[config.mk]
export PLATFORM = sky130hd
export DESIGN_NAME = nor_spi_host
export DESIGN_NICKNAME = d
export VERILOG_FILES = /design/src/rtl/nsf_pkg.sv /design/src/rtl/nsf_shift_dp.sv /design/src/rtl/nsf_reg_ctrl.sv /design/src/rtl/nor_spi_host.sv
export SDC_FILE = /design/constraint.sdc
export NUM_CORES = 1
export LEC_CHECK = 0
export BUFFER_PORTS_ARGS = -buffer_cell sky130_fd_sc_hd__clkbuf_2
export CAP_MARGIN = 20
export CORE_MARGIN = 1.5
export CORE_UTILIZATION = 35
export CTS_CLUSTER_SIZE = 14
export DETAILED_ROUTE_END_ITERATION = 8
export PLACE_DENSITY = 0.55
export SETUP_SLACK_MARGIN = 0.15
export SYNTH_ARGS = -nofsm -noshare
export SYNTH_HDL_FRONTEND = slang
export SYNTH_SLANG_ARGS = --single-unit
[constraint.sdc]
create_clock -name clk -period 3.3 [get_ports clk]
set_clock_uncertainty 0.15 [all_clocks]
set_input_delay 0 -clock clk [delete_from_list [all_inputs] [get_ports clk]]
set_output_delay 0 -clock clk [all_outputs]
set_load 0.02 [all_outputs]
[src/rtl/nsf_pkg.sv]
package nsf_pkg;
  localparam int WORD_W  = 32;
  localparam int CFG_OFF = 'h00;
  localparam int CTL_OFF = 'h08;
  localparam int DAT_OFF = 'h0C;

  // control -> datapath strobe bundle
  typedef struct packed {
    logic              go;
    logic              isTx;
    logic [1:0]        cntCode;
    logic [WORD_W-1:0] txWord;
  } xferCmd_t;

  // Reverse the order of the (code+1) left-aligned byte lanes; unused lanes become 0.
  function automatic logic [WORD_W-1:0] flipLanes(input logic [WORD_W-1:0] w,
                                                  input logic [1:0] code);
    logic [WORD_W-1:0] r;
    int n;
    r = '0;
    n = int'(code) + 1;
    for (int k = 0; k < 4; k++) begin
      if (k < n) r[8*(3-k) +: 8] = w[8*(4-n+k) +: 8];
    end
    return r;
  endfunction
endpackage

[src/rtl/nsf_shift_dp.sv]
module nsf_shift_dp
  import nsf_pkg::*;
#(
  parameter int CLK_DIV = 4
) (
  input  logic              clk,
  input  logic              rstN,
  input  xferCmd_t          cmd,
  input  logic              miso,
  output logic              busy,
  output logic              sclk,
  output logic              mosi,
  output logic [WORD_W-1:0] rxWord
);
  localparam int HALF  = CLK_DIV / 2;
  localparam int DIV_W = (CLK_DIV > 2) ? $clog2(CLK_DIV) : 1;

  logic [DIV_W-1:0]  divCnt;
  logic [4:0]        bitCnt;
  logic [4:0]        lastBit;
  logic [1:0]        codeQ;
  logic              isTx;
  logic [WORD_W-1:0] shiftReg;

  always_ff @(posedge clk or negedge rstN) begin
    if (!rstN) begin
      busy     <= 1'b0;
      isTx     <= 1'b0;
      divCnt   <= '0;
      bitCnt   <= '0;
      lastBit  <= '0;
      codeQ    <= '0;
      shiftReg <= '0;
    end else if (cmd.go && !busy) begin
      busy     <= 1'b1;
      isTx     <= cmd.isTx;
      divCnt   <= '0;
      bitCnt   <= '0;
      lastBit  <= {cmd.cntCode, 3'b111};
      codeQ    <= cmd.cntCode;
      shiftReg <= cmd.isTx ? cmd.txWord : '0;
    end else if (busy) begin
      // receive: capture on the rising SCLK edge
      if (!isTx && divCnt == DIV_W'(HALF - 1))
        shiftReg <= {shiftReg[WORD_W-2:0], miso};
      if (divCnt == DIV_W'(CLK_DIV - 1)) begin
        divCnt <= '0;
        if (isTx) shiftReg <= shiftReg << 1;
        if (bitCnt == lastBit) busy <= 1'b0;
        else bitCnt <= bitCnt + 5'd1;
      end else begin
        divCnt <= divCnt + DIV_W'(1);
      end
    end
  end

  assign sclk   = busy && (divCnt >= DIV_W'(HALF));
  assign mosi   = busy && isTx && shiftReg[WORD_W-1];
  assign rxWord = shiftReg << {~codeQ, 3'b000};

  // a transfer only ends after its last bit period
  a_r3_full_length: assert property (@(posedge clk) disable iff (!rstN)
    $fell(busy) |-> ($past(bitCnt) == $past(lastBit)));

  // control never issues a start into a running transfer
  a_r8_no_start_busy: assert property (@(posedge clk) disable iff (!rstN)
    cmd.go |-> !busy);
endmodule

[src/rtl/nsf_reg_ctrl.sv]
module nsf_reg_ctrl
  import nsf_pkg::*;
#(
  parameter int ADDR_W = 8
) (
  input  logic              clk,
  input  logic              rstN,
  input  logic [ADDR_W-1:0] busAddr,
  input  logic              busRd,
  input  logic              busWr,
  input  logic [WORD_W-1:0] busWdata,
  output logic [WORD_W-1:0] busRdata,
  output logic              busWait,
  output logic [1:0]        csN,
  output xferCmd_t          cmd,
  input  logic              dpBusy,
  input  logic [WORD_W-1:0] rxWord
);
  logic       rdBig, wrBig, cs0, cs1, csSel, rdPend;
  logic [1:0] cntCode;
  logic       isCfg, isCtl, isDat, ready, rdDone, datWrGo, datRdGo;

  assign isCfg   = busAddr == ADDR_W'(CFG_OFF);
  assign isCtl   = busAddr == ADDR_W'(CTL_OFF);
  assign isDat   = busAddr == ADDR_W'(DAT_OFF);
  assign ready   = !dpBusy && !rdPend;
  assign rdDone  = rdPend && !dpBusy;
  assign datWrGo = busWr && isDat && ready;
  assign datRdGo = busRd && isDat && ready;

  always_comb begin
    busWait = 1'b0;
    if (isDat) begin
      if (busWr)      busWait = !ready;
      else if (busRd) busWait = !rdDone;
    end
  end

  always_comb begin
    cmd.go      = datWrGo || datRdGo;
    cmd.isTx    = busWr;
    cmd.cntCode = cntCode;
    cmd.txWord  = wrBig ? busWdata : flipLanes(busWdata, cntCode);
  end

  always_comb begin
    busRdata = '0;
    if (isCfg)      busRdata = {3'b000, rdBig, wrBig, 27'd0};
    else if (isCtl) busRdata = {cs0, cs1, cntCode, ready, 2'b00, csSel, 24'd0};
    else if (isDat) busRdata = rdBig ? rxWord : flipLanes(rxWord, cntCode);
  end

  always_ff @(posedge clk or negedge rstN) begin
    if (!rstN) begin
      rdBig   <= 1'b0;
      wrBig   <= 1'b0;
      cs0     <= 1'b1;
      cs1     <= 1'b1;
      csSel   <= 1'b0;
      cntCode <= 2'b00;
      rdPend  <= 1'b0;
    end else begin
      if (busWr && isCfg) begin
        rdBig <= busWdata[28];
        wrBig <= busWdata[27];
      end
      if (busWr && isCtl) begin
        cs0     <= busWdata[31];
        cs1     <= busWdata[30];
        cntCode <= busWdata[29:28];
        csSel   <= busWdata[24];
      end
      if (datRdGo)     rdPend <= 1'b1;
      else if (rdDone) rdPend <= 1'b0;
    end
  end

  assign csN = {cs1, cs0};

  // chip selects move only on a control-word write
  a_r9_cs_hold: assert property (@(posedge clk) disable iff (!rstN)
    !(busWr && isCtl) |=> $stable(csN));

  // a pending read always has the engine running
  a_r5_read_engine: assert property (@(posedge clk) disable iff (!rstN)
    $rose(rdPend) |-> dpBusy);
endmodule

[src/rtl/nor_spi_host.sv]
module nor_spi_host
  import nsf_pkg::*;
#(
  parameter int CLK_DIV = 4,
  parameter int ADDR_W  = 8
) (
  input  logic              clk,
  input  logic              rstN,
  input  logic [ADDR_W-1:0] busAddr,
  input  logic              busRd,
  input  logic              busWr,
  input  logic [31:0]       busWdata,
  output logic [31:0]       busRdata,
  output logic              busWait,
  output logic              sclk,
  output logic              mosi,
  input  logic              miso,
  output logic [1:0]        csN
);
  xferCmd_t          cmd;
  logic              dpBusy;
  logic [WORD_W-1:0] rxWord;

  nsf_reg_ctrl #(.ADDR_W(ADDR_W)) i_ctrl (
    .clk(clk), .rstN(rstN), .busAddr(busAddr), .busRd(busRd), .busWr(busWr),
    .busWdata(busWdata), .busRdata(busRdata), .busWait(busWait), .csN(csN),
    .cmd(cmd), .dpBusy(dpBusy), .rxWord(rxWord)
  );

  nsf_shift_dp #(.CLK_DIV(CLK_DIV)) i_dp (
    .clk(clk), .rstN(rstN), .cmd(cmd), .miso(miso), .busy(dpBusy),
    .sclk(sclk), .mosi(mosi), .rxWord(rxWord)
  );

  // a ready flag seen on the bus means the serial clock is parked
  a_r7_ready_idle: assert property (@(posedge clk) disable iff (!rstN)
    (busRd && busAddr == ADDR_W'(CTL_OFF) && busRdata[27]) |-> !sclk);
endmodule

After elaboration in Yosys (flattened, before gate mapping)
Cells that the tools add are included.
Storage, ports and cells
  register bits after elaboration: 56
  bits of input ports: 45
  output and inout port bits: 37
  logic and storage cells: 101
Operators by class
  add/subtract/negate cells: 7
  order comparisons: 5
  equality and inequality tests: 6
  shift operators: 9
  multiplexer cells: 35
  bitwise gates (word level): 1
  reductions and logical operators: 24
Operators by type and width (count)
  32-bit two-way mux: 11
  32-bit by 32-bit indexed part select with 8-bit output: 8
  3-bit by 32-bit < comparator with 1-bit output, first input constant: 2
  8-bit two-way mux: 8
  29-bit by 3-bit adder with 29-bit output, second input constant: 2
  1-bit by 32-bit < comparator with 1-bit output, first input constant: 1
  2-bit by 32-bit < comparator with 1-bit output, first input constant: 1
  32-bit by 5-bit left shift with 32-bit output: 1
  29-bit by 2-bit adder with 29-bit output, second input constant: 1
  4-bit by 29-bit subtractor with 29-bit output, first input constant: 1
  5-bit two-way mux: 4
  8-bit by 4-bit equality test with 1-bit output, second input constant: 2
  1-bit logical AND: 13
  1-bit two-way mux: 9
  8-bit zero test: 1
  2-bit two-way mux: 3
  2-bit nonzero test: 3
  5-bit by 1-bit adder with 5-bit output, second input constant: 1
  5-bit equality test: 1
  1-bit zero test: 5
  2-bit by 1-bit adder with 3-bit output, second input constant: 1
  3-bit AND reduction: 1
  2-bit by 1-bit adder with 2-bit output, second input constant: 1
  2-bit by 1-bit equality test with 1-bit output, second input constant: 1
  5 further kinds: 5

Depth between registers and ports, before layout
Gate-level depths: netlist of the first run.
  depth after elaboration: 9
  mapped depth: 15
  mapped depth without buffers: 12

Modules after synthesis
A second synthesis of the first run with hierarchy kept.
Second synthesis, totals
  cells, all modules: 588
  area, all modules: 5335.1 µm²
By module, submodules not included
  nsf_reg_ctrl: times used 1, cells each 310, area each 2705.1 µm²
  nsf_shift_dp: times used 1, cells each 278, area each 2630.0 µm²

Least setup slack after synthesis of the first run
OpenSTA, ideal clock, no wires.
  path kind: reg2out
  from: reg i_ctrl.cntCode[0]
  to: out busRdata[0]
  data arrival time: 3.940 ns
  data required time: 3.150 ns
  slack: -0.790 ns
  stages on the path, launching flop included: 16
  cells stage by stage: dfrtp_1 -> inv_2 -> clkbuf_1 -> ha_1 -> buf_2 -> inv_1 -> buf_2 -> nor2_1 -> nor2_1 -> inv_1 -> ha_1 -> nor2b_1 -> or3_1 -> a21oi_1 -> o21ai_1 -> a2111oi_0
On the way
  cells in the longest elaborated chain, start to end: 9
RTL lines
  start: declaration: RTL line nsf_reg_ctrl.sv:20  | logic [1:0] cntCode;
  start signal: assignment: RTL line nsf_reg_ctrl.sv:70  | cntCode <= busWdata[29:28];
  2-bit by 1-bit adder with 3-bit output (*): RTL line nsf_pkg.sv:21  | n = int'(code) + 1;
  4-bit by 29-bit subtractor with 29-bit output: RTL line nsf_pkg.sv:23  | if (k < n) r[8*(3-k) +: 8] = w[8*(4-n+k) +: 8];
  29-bit by 3-bit adder with 29-bit output: RTL line nsf_pkg.sv:23
  32-bit by 32-bit indexed part select with 8-bit output: RTL line nsf_pkg.sv:23
  8-bit two-way mux (*): RTL line nsf_pkg.sv:23
  32-bit two-way mux (*) (2 in series): RTL line nsf_reg_ctrl.sv:50  | else if (isDat) busRdata = rdBig ? rxWord : flipLanes(rxWord, cntCode);
  32-bit two-way mux (*): RTL line nsf_reg_ctrl.sv:49  | else if (isCtl) busRdata = {cs0, cs1, cntCode, ready, 2'b00, csSel, 24'd0};
  32-bit two-way mux (*): RTL line nsf_reg_ctrl.sv:48  | if (isCfg) busRdata = {3'b000, rdBig, wrBig, 27'd0};
  end: declaration: RTL line nor_spi_host.sv:13  | output logic [31:0] busRdata,
Every way passes the cells marked *; elsewhere a longest branch is shown, timed or not.

Final worst setup path of the first run
  from: reg i_ctrl.cntCode[0]
  to: out busRdata[1]
Same word-level chain as after synthesis.

==> results of run 1 <==
## layout make-up
class	instances	area (um^2)	area share, %
tap	225	282	3.80
clock buffer	5	125	1.69
sequential	52	1310	17.7
clock inverter	3	27.5	0.372
inverter	23	91.3	1.23
multi-input combinational	625	4690	63.4
timing repair buffer	131	878	11.9
## worst reg2reg max path: cells and delay by family (launching register included)
kind                       cells  cell delay [ns]
AOI/OAI and AO/OA              4             1.09
xor gates and xnor gates       1             0.15
adders and majority gates      2             0.49
buffers and inverters          4             0.45
DFF                            1             0.48
and+or+nand+nor                2             0.13
## how the worst max path moves through the flow
stage                                 start           end  cells after the start
after floorplan           i_ctrl.cntCode[0]  busRdata[20]                     15
after global placement    i_ctrl.cntCode[0]  busRdata[20]                     10
after detailed placement  i_ctrl.cntCode[0]  busRdata[20]                     10
after CTS                 i_ctrl.cntCode[1]  busRdata[20]                     13
after global routing      i_ctrl.cntCode[0]  busRdata[15]                     13
final                     i_ctrl.cntCode[0]   busRdata[1]                     14
## sequential cells by signal (all words and copies together) (netlist names)
| register | count |
|---|---|
| i_ctrl.cntCode | 2 |
| i_ctrl.cs0 | 1 |
| i_ctrl.cs1 | 1 |
| i_ctrl.csSel | 1 |
| i_ctrl.rdBig | 1 |
| i_ctrl.rdPend | 1 |
| i_ctrl.wrBig | 1 |
| i_dp.bitCnt | 5 |
| i_dp.busy | 1 |
| i_dp.codeQ | 2 |
| i_dp.divCnt | 2 |
| i_dp.isTx | 1 |
| i_dp.lastBit | 1 |
| i_dp.shiftReg | 32 |
## Yosys cell counts (7+ instances only)
| cell type | n | area share (%) |
|---|---|---|
| nand2b_1 | 7 | 0.71 |
| nor2_1 | 74 | 4.5 |
| nor3_1 | 13 | 1.1 |
| a221oi_1 | 7 | 0.99 |
| a21oi_1 | 36 | 2.9 |
| o21ai_0 | 45 | 3.6 |
| o21a_1 | 12 | 1.5 |
| mux2_2 | 31 | 5.7 |
| o32ai_1 | 7 | 0.99 |
| buf_2 | 20 | 1.6 |
| nand2_1 | 111 | 6.7 |
| dfrtp_1 | 50 | 20 |
| o22ai_1 | 31 | 3.1 |
| nor2b_1 | 10 | 1.0 |
| inv_1 | 22 | 1.3 |
| and2_1 | 8 | 0.81 |
| a31oi_1 | 9 | 0.91 |
| mux2i_1 | 19 | 3.1 |
| clkbuf_1 | 32 | 1.9 |
| a2111oi_0 | 10 | 1.4 |
| ha_1 | 12 | 2.4 |
| a22oi_1 | 28 | 3.4 |
| mux4_2 | 25 | 9.1 |
| nand3_1 | 16 | 1.3 |
## metal layers
metal  up-vias  part of all wire (%)  routed length [um]
met1      3336                    44               10900
met5         -                     0                   0
met2       339                    46               11400
met4         0                   2.9                 722
li1       3060                     -                   -
met3        47                   7.8                1930
## where the power goes
part	leakage [nW]	internal (W)	switching (W)
clock	0.0719	0.000289	0.000284
combinational	2.16	0.000748	0.00104
sequential	0.653	0.000803	0.000309
## timing repair
action | CTS | global route
gates resized for setup | 10 | 26
hold endpoints to repair | 68 | 0
hold buffers | 17 | 0
pin swaps | 8 | 5
endpoints found under the setup margin | 15 | 22
setup buffers | 3 | 3
## metrics by stage
stage	hold slack (ns)	cells	power (W)	instance area (um^2)	utilization, %
finish	0.0313	1064	0.00347	7400	42.9
global route	0.0593	1064	0.00368	7400	42.9
CTS	0.0253	1061	0.00340	7290	42.3
detailed placement	-0.186	1033	0.00279	6920	40.1
global placement	-0.185	1033	0.00279	6920	40.1
floorplan	-0.446	772	0.00227	6450	-
## logic make-up (layout without fill, tap and decap cells)
family                     count (synthesis)  after routing  share of synthesized area, %
and+or+nand+nor                          278            278                          21.2
AOI/OAI and AO/OA                        255            255                          28.9
buffers and inverters                     95            162                          7.82
muxes                                     75             75                          17.9
DFF                                       52             52                          21.1
adders and majority gates                 12             12                          2.43
xor gates and xnor gates                   5              5                         0.709
==> impl_metrics.env, run 1 <==
export IMPL_yosysUniqueCellTypes=77
export IMPL_worst_skew_pair_late_latency_ns=0.31
export IMPL_cts_tree="done"
export IMPL_floorplan_initialDensity_pct=35.8
export IMPL_avgViaCountPerCell=6.37
export IMPL_cp_required_ns=3.15
export IMPL_net_count_reported_at_finish=895
export IMPL_busiest_layer="met2"
export IMPL_max_cap_viol_count=0
export IMPL_most_used_cell_along_the_critical_path="inv_4"
export IMPL_row_count=48
export IMPL_mostFrequentLayoutCell="nand2_1"
export IMPL_r2r_end="i_dp.shiftReg[12]"
export IMPL_number_of_synthesized_flops_with_an_enable_pin=0
export IMPL_critical_path_reg2reg_startpoint="i_ctrl.cntCode[0]"
export IMPL_synth_yosys_warnings=0
export IMPL_routabilityCongestion=0.918
export IMPL_number_of_buffers_created_by_cts=5
export IMPL_die_area_um2=18400
export IMPL_avgRoutedWirePerCell_um=23.4
export IMPL_dp_slack_ns=0.156
export IMPL_die_w_um=136
export IMPL_maximum_achievable_frequency_ghz=0.322
export IMPL_netlist_area_um2=6170
export IMPL_outcome="finished, final reports clean"
export IMPL_detailed_place_hpwl_mm=18.3
export IMPL_grt_max_degree=61
export IMPL_antenna_found_initial=0
export IMPL_max_slew_margin_rel_pct=30.4
export IMPL_worstHoldPathType="in -> async"
export IMPL_globalRoute_totalOverflow=0
export IMPL_ys_dominant_reg_cell="dfrtp_1"
export IMPL_antennaDiodeCount=0
export IMPL_reg2reg_depth=13
export IMPL_netlist_instances=772
export IMPL_cp_start_kind="register"
export IMPL_detail_route_drc_violations=0
export IMPL_worstPathMaxFanout=7
export IMPL_cellLeakagePower_nw=2.89
export IMPL_crit_buf_inv=5
export IMPL_io_buffers=81
export IMPL_die_height_um=136
export IMPL_final_max_slew_viol_count=0
export IMPL_first_global_vias=6185
export IMPL_power_density_nw_per_um2=469
export IMPL_share_of_cells_above_drive_strength_1_pct=28.4
export IMPL_crit_path_leading_delay_family="simple AND/OR/NAND/NOR gates"
export IMPL_cts_root_buffer="clkbuf_16"
export IMPL_worst_path_max_delay_cell="dfrtp_2"
export IMPL_grt_setup_unrepaired="true"
export IMPL_postSynthAreaPerCell_um2=8.00
export IMPL_drt_first_pass_iters=8
export IMPL_worst_ir_drop_vdd_mv=0.278
export IMPL_timing_critical_path_slowest_cell_delay_ns=0.48
export IMPL_drc_violation_total_after_the_first_tritonroute_iteration=805
export IMPL_layout_filler_cells=1788
export IMPL_gr_layer_usage_met2_pct=41.1
export IMPL_synth_sequential_area_ratio_pct=21.1
export IMPL_critical_setup_path_class="reg -> out"
export IMPL_timing_reg2reg_setup_slack_ns=0.25
export IMPL_gr_usage_met3_pct=4.10
export IMPL_setup_slack_ns=0.194
export IMPL_async_reset_ff_share_pct=100
export IMPL_ios=82
export IMPL_worstPathArrival_ns=2.96
export IMPL_grt_use_total_pct=26.9
export IMPL_cp_end_kind="output pin"
export IMPL_ys_seq_elements=52
export IMPL_ant_nets=0
export IMPL_layout_min_cycle_time_ns=3.11
export IMPL_post_route_period_util_pct=94.1
export IMPL_final_setup_tns_ns=0
export IMPL_core_area_um2=17200
export IMPL_area_delta_synth_final_pct=19.9
export IMPL_met1_usage_pct=39.0
export IMPL_finalHoldViolCount=0
export IMPL_clkSlewWorstSetupHoldPaths_ns=0.08
export IMPL_grt_pass1_wl_mm=37.7
export IMPL_path_cells="inv_4 > ha_4 > inv_4 > nor2_4 > nor2_2 > inv_1 > ha_2 > nor2b_1 > or3_4 > a21oi_4 > o21ai_4 > buf_12 > a2111oi_4 > buf_4"
export IMPL_vias=6782
export IMPL_timing_worst_slew_pin_value_ns=1.04
export IMPL_number_of_levels_the_h_tree_was_split_into=2
export IMPL_clockBufferDepth=2
export IMPL_numClockSinks=52
export IMPL_postSynthNetCount=829
export IMPL_detail_route_wirelength_mm=24.9
export IMPL_final_cell_mix="110 x nand2_1, 75 x clkbuf_2, 70 x nor2_1"
export IMPL_setup_viol=0
No activity file was read; power rests on OpenSTA's default activity.
==> inputs of run 2 (changes only) <==
- PLACE_DENSITY: 0.55 -> 0.53
- SLEW_MARGIN: unset -> 20
- clock period: 3.3 -> 3.4 ns (I/O delays scaled with it)
==> impl_metrics.env, run 2 (synthesis results as in run 1) <==
export IMPL_outcome="finished, final reports clean"
export IMPL_drt_first_pass_iters=6
export IMPL_setup_viol=0
export IMPL_cp_start_kind="register"
export IMPL_timing_critical_path_slowest_cell_delay_ns=0.47
export IMPL_ios=82
export IMPL_antenna_found_initial=2
export IMPL_share_of_cells_above_drive_strength_1_pct=28.1
export IMPL_number_of_levels_the_h_tree_was_split_into=2
export IMPL_largest_register_ffs=32
export IMPL_grt_pass1_wl_mm=38.1
export IMPL_timing_reg2reg_setup_slack_ns=0.27
export IMPL_worst_ir_drop_vdd_mv=0.198
export IMPL_globalRoute_totalOverflow=0
export IMPL_clkSlewWorstSetupHoldPaths_ns=0.08
export IMPL_power_switching_share_pct=47.1
export IMPL_most_used_cell_along_the_critical_path="inv_2"
export IMPL_timing_worst_slew_pin_value_ns=0.943
export IMPL_numClockSinks=52
export IMPL_hold_path_endpoint="i_dp.shiftReg[12]"
export IMPL_worstPathArrival_ns=3.04
export IMPL_worstHoldPathType="in -> reg"
export IMPL_row_count=48
export IMPL_amount_of_wire_on_met3_after_detailed_routing_mm=2.31
export IMPL_io_buffers=81
export IMPL_power_density_nw_per_um2=458
export IMPL_die_area_um2=18400
export IMPL_placedInstanceArea_um2=6870
export IMPL_detailroute_wirelength_met2_mm=11.5
export IMPL_r2r_end="i_dp.shiftReg[17]"
export IMPL_grt_setup_unrepaired="true"
export IMPL_drc_violation_total_after_the_first_tritonroute_iteration=690
export IMPL_cp_required_ns=3.25
export IMPL_path_cells="inv_2 > ha_4 > inv_2 > nor2_4 > nor2_2 > inv_1 > ha_2 > nor2b_2 > or3_1 > a21oi_2 > o21ai_4 > buf_12 > a2111oi_4 > buf_4"
export IMPL_avgRoutedWirePerCell_um=23.6
export IMPL_max_slew_margin_rel_pct=37.1
export IMPL_grt_max_degree=100
export IMPL_area_delta_synth_final_pct=19.8
export IMPL_worstPathMaxFanout=5
export IMPL_cp_end_kind="output pin"
export IMPL_detail_route_wirelength_mm=25.2
export IMPL_avgViaCountPerCell=6.46
export IMPL_post_route_period_util_pct=93.7
export IMPL_number_of_buffers_created_by_cts=5
export IMPL_layout_min_cycle_time_ns=3.19
export IMPL_cellLeakagePower_nw=2.89
export IMPL_cts_root_buffer="clkbuf_16"
export IMPL_clockBufferDepth=2
export IMPL_worst_path_max_delay_cell="dfrtp_2"
export IMPL_max_cap_viol_count=0
export IMPL_detailed_place_hpwl_mm=18.5
export IMPL_detail_route_drc_violations=0
export IMPL_maximum_achievable_frequency_ghz=0.314
export IMPL_route_layer_met1_wl_mm=10.4
export IMPL_holdPathStages=3
export IMPL_worstHoldStart="busWdata[12]"
export IMPL_seqPwrFrac_pct=31.7
export IMPL_final_setup_tns_ns=0
export IMPL_first_global_vias=6448
export IMPL_p_int_w=0.00179
export IMPL_final_cell_mix="110 x nand2_1, 78 x clkbuf_2, 71 x nor2_1"
export IMPL_core_area_um2=17200
export IMPL_net_count_reported_at_finish=897
export IMPL_mostFrequentLayoutCell="nand2_1"
export IMPL_die_height_um=136
export IMPL_power_net_switching_w=0.00159
export IMPL_ant_nets=0
export IMPL_final_design_area_no_fill_um2=7400
export IMPL_power_share_combinational_pct=51.9
export IMPL_vias=6892
export IMPL_largest_register="i_dp.shiftReg"
export IMPL_topRoutingLayerUsed="met4"
export IMPL_power_clock_fraction_pct=16.5
export IMPL_worst_skew_pair_late_latency_ns=0.31
export IMPL_critical_setup_path_class="reg -> out"
export IMPL_cts_tree="done"
export IMPL_die_w_um=136
export IMPL_final_max_slew_viol_count=0
export IMPL_reg2reg_depth=9
export IMPL_top_regs="i_dp.shiftReg: 32 flops, i_dp.bitCnt: 5 flops"
export IMPL_grt_use_total_pct=27.2
export IMPL_finalHoldViolCount=0
export IMPL_routabilityCongestion=0.937
export IMPL_floorplan_initialDensity_pct=35.8
export IMPL_critical_path_reg2reg_startpoint="i_ctrl.cntCode[0]"
## run 2: cell count changes in the layout (fill, tap and decap cells not counted), sizes merged
cell,delta
clkbuf,+4
buf,-3
diode,+1
dlygate4sd3,+1
## run 2: power by group through the flow
stage          clock network, W  registers [W]  logic (W)
2_1_floorplan                 0       0.000915    0.00127
3_3_place_gp                  0        0.00106    0.00161
3_5_place_dp                  0        0.00108    0.00164
4_1_cts                0.000560        0.00106    0.00171
5_1_grt                0.000584        0.00109    0.00190
6_report               0.000558        0.00107    0.00176
## run 2: final cells by class
cell class / instances / area (um^2)
clock buffers: 5 / 125
diodes: 1 / 2.50
fillers: 1726 / 9840
multi-input cells: 625 / 4670
flip-flops and latches: 52 / 1310
clock inverters: 3 / 27.5
well taps: 225 / 282
inverters: 23 / 88.8
repair buffers: 133 / 893
## run 2: how the worst max path moves through the flow
stage                                 start                end  slack [ns]  cells past startpoint
after floorplan           i_ctrl.cntCode[0]       busRdata[20]        0.16                     15
after global placement    i_ctrl.cntCode[1]       busRdata[20]        0.33                     12
after detailed placement  i_ctrl.cntCode[1]       busRdata[20]        0.19                     12
after CTS                 i_ctrl.cntCode[1]        busRdata[2]        0.15                     14
after global routing      i_ctrl.cntCode[0]  i_dp.shiftReg[17]        0.11                      9
final                     i_ctrl.cntCode[1]        busRdata[2]        0.21                     14
## run 2: timing repair
action	4_1_cts	5_1_grt
buffers inserted	9	1
gates resized for setup	18	13
hold buffers	18	0
pin swaps	9	3
endpoints found under the setup margin	12	12
endpoints found under the hold margin	48	0
## run 2: layer usage
metal	vias to the layer above	global-route usage, %
li1	3069	-
met4	0	10.8
met5	-	0
met1	3346	37.2
met2	411	42.3
met3	66	5.18
## run 2: worst max-delay path, delay by kind of cell, from the launching register on
kind	cells	cell delay [ns]
AOI/OAI and AO/OA	3	0.64
and+or+nand+nor	4	0.61
buffers and inverters	5	0.62
DFF	1	0.47
adders and majority gates	2	0.37
## run 2: through the flow
| stage | instances | util, % | power [W] | worst slack, ns | hold WS [ns] |
|---|---|---|---|---|---|
| 3_3_place_gp | 1030 | 39.8 | 0.00268 | 0.328 | 0.0209 |
| 4_1_cts | 1065 | 42.6 | 0.00333 | 0.154 | 0.0169 |
| 6_report | 1067 | 42.9 | 0.00339 | 0.213 | 0.0150 |
| 2_1_floorplan | 772 | - | 0.00218 | 0.163 | -0.446 |
| 5_1_grt | 1066 | 42.9 | 0.00357 | 0.110 | 0.0432 |
| 3_5_place_dp | 1030 | 39.8 | 0.00272 | 0.192 | 0.0236 |
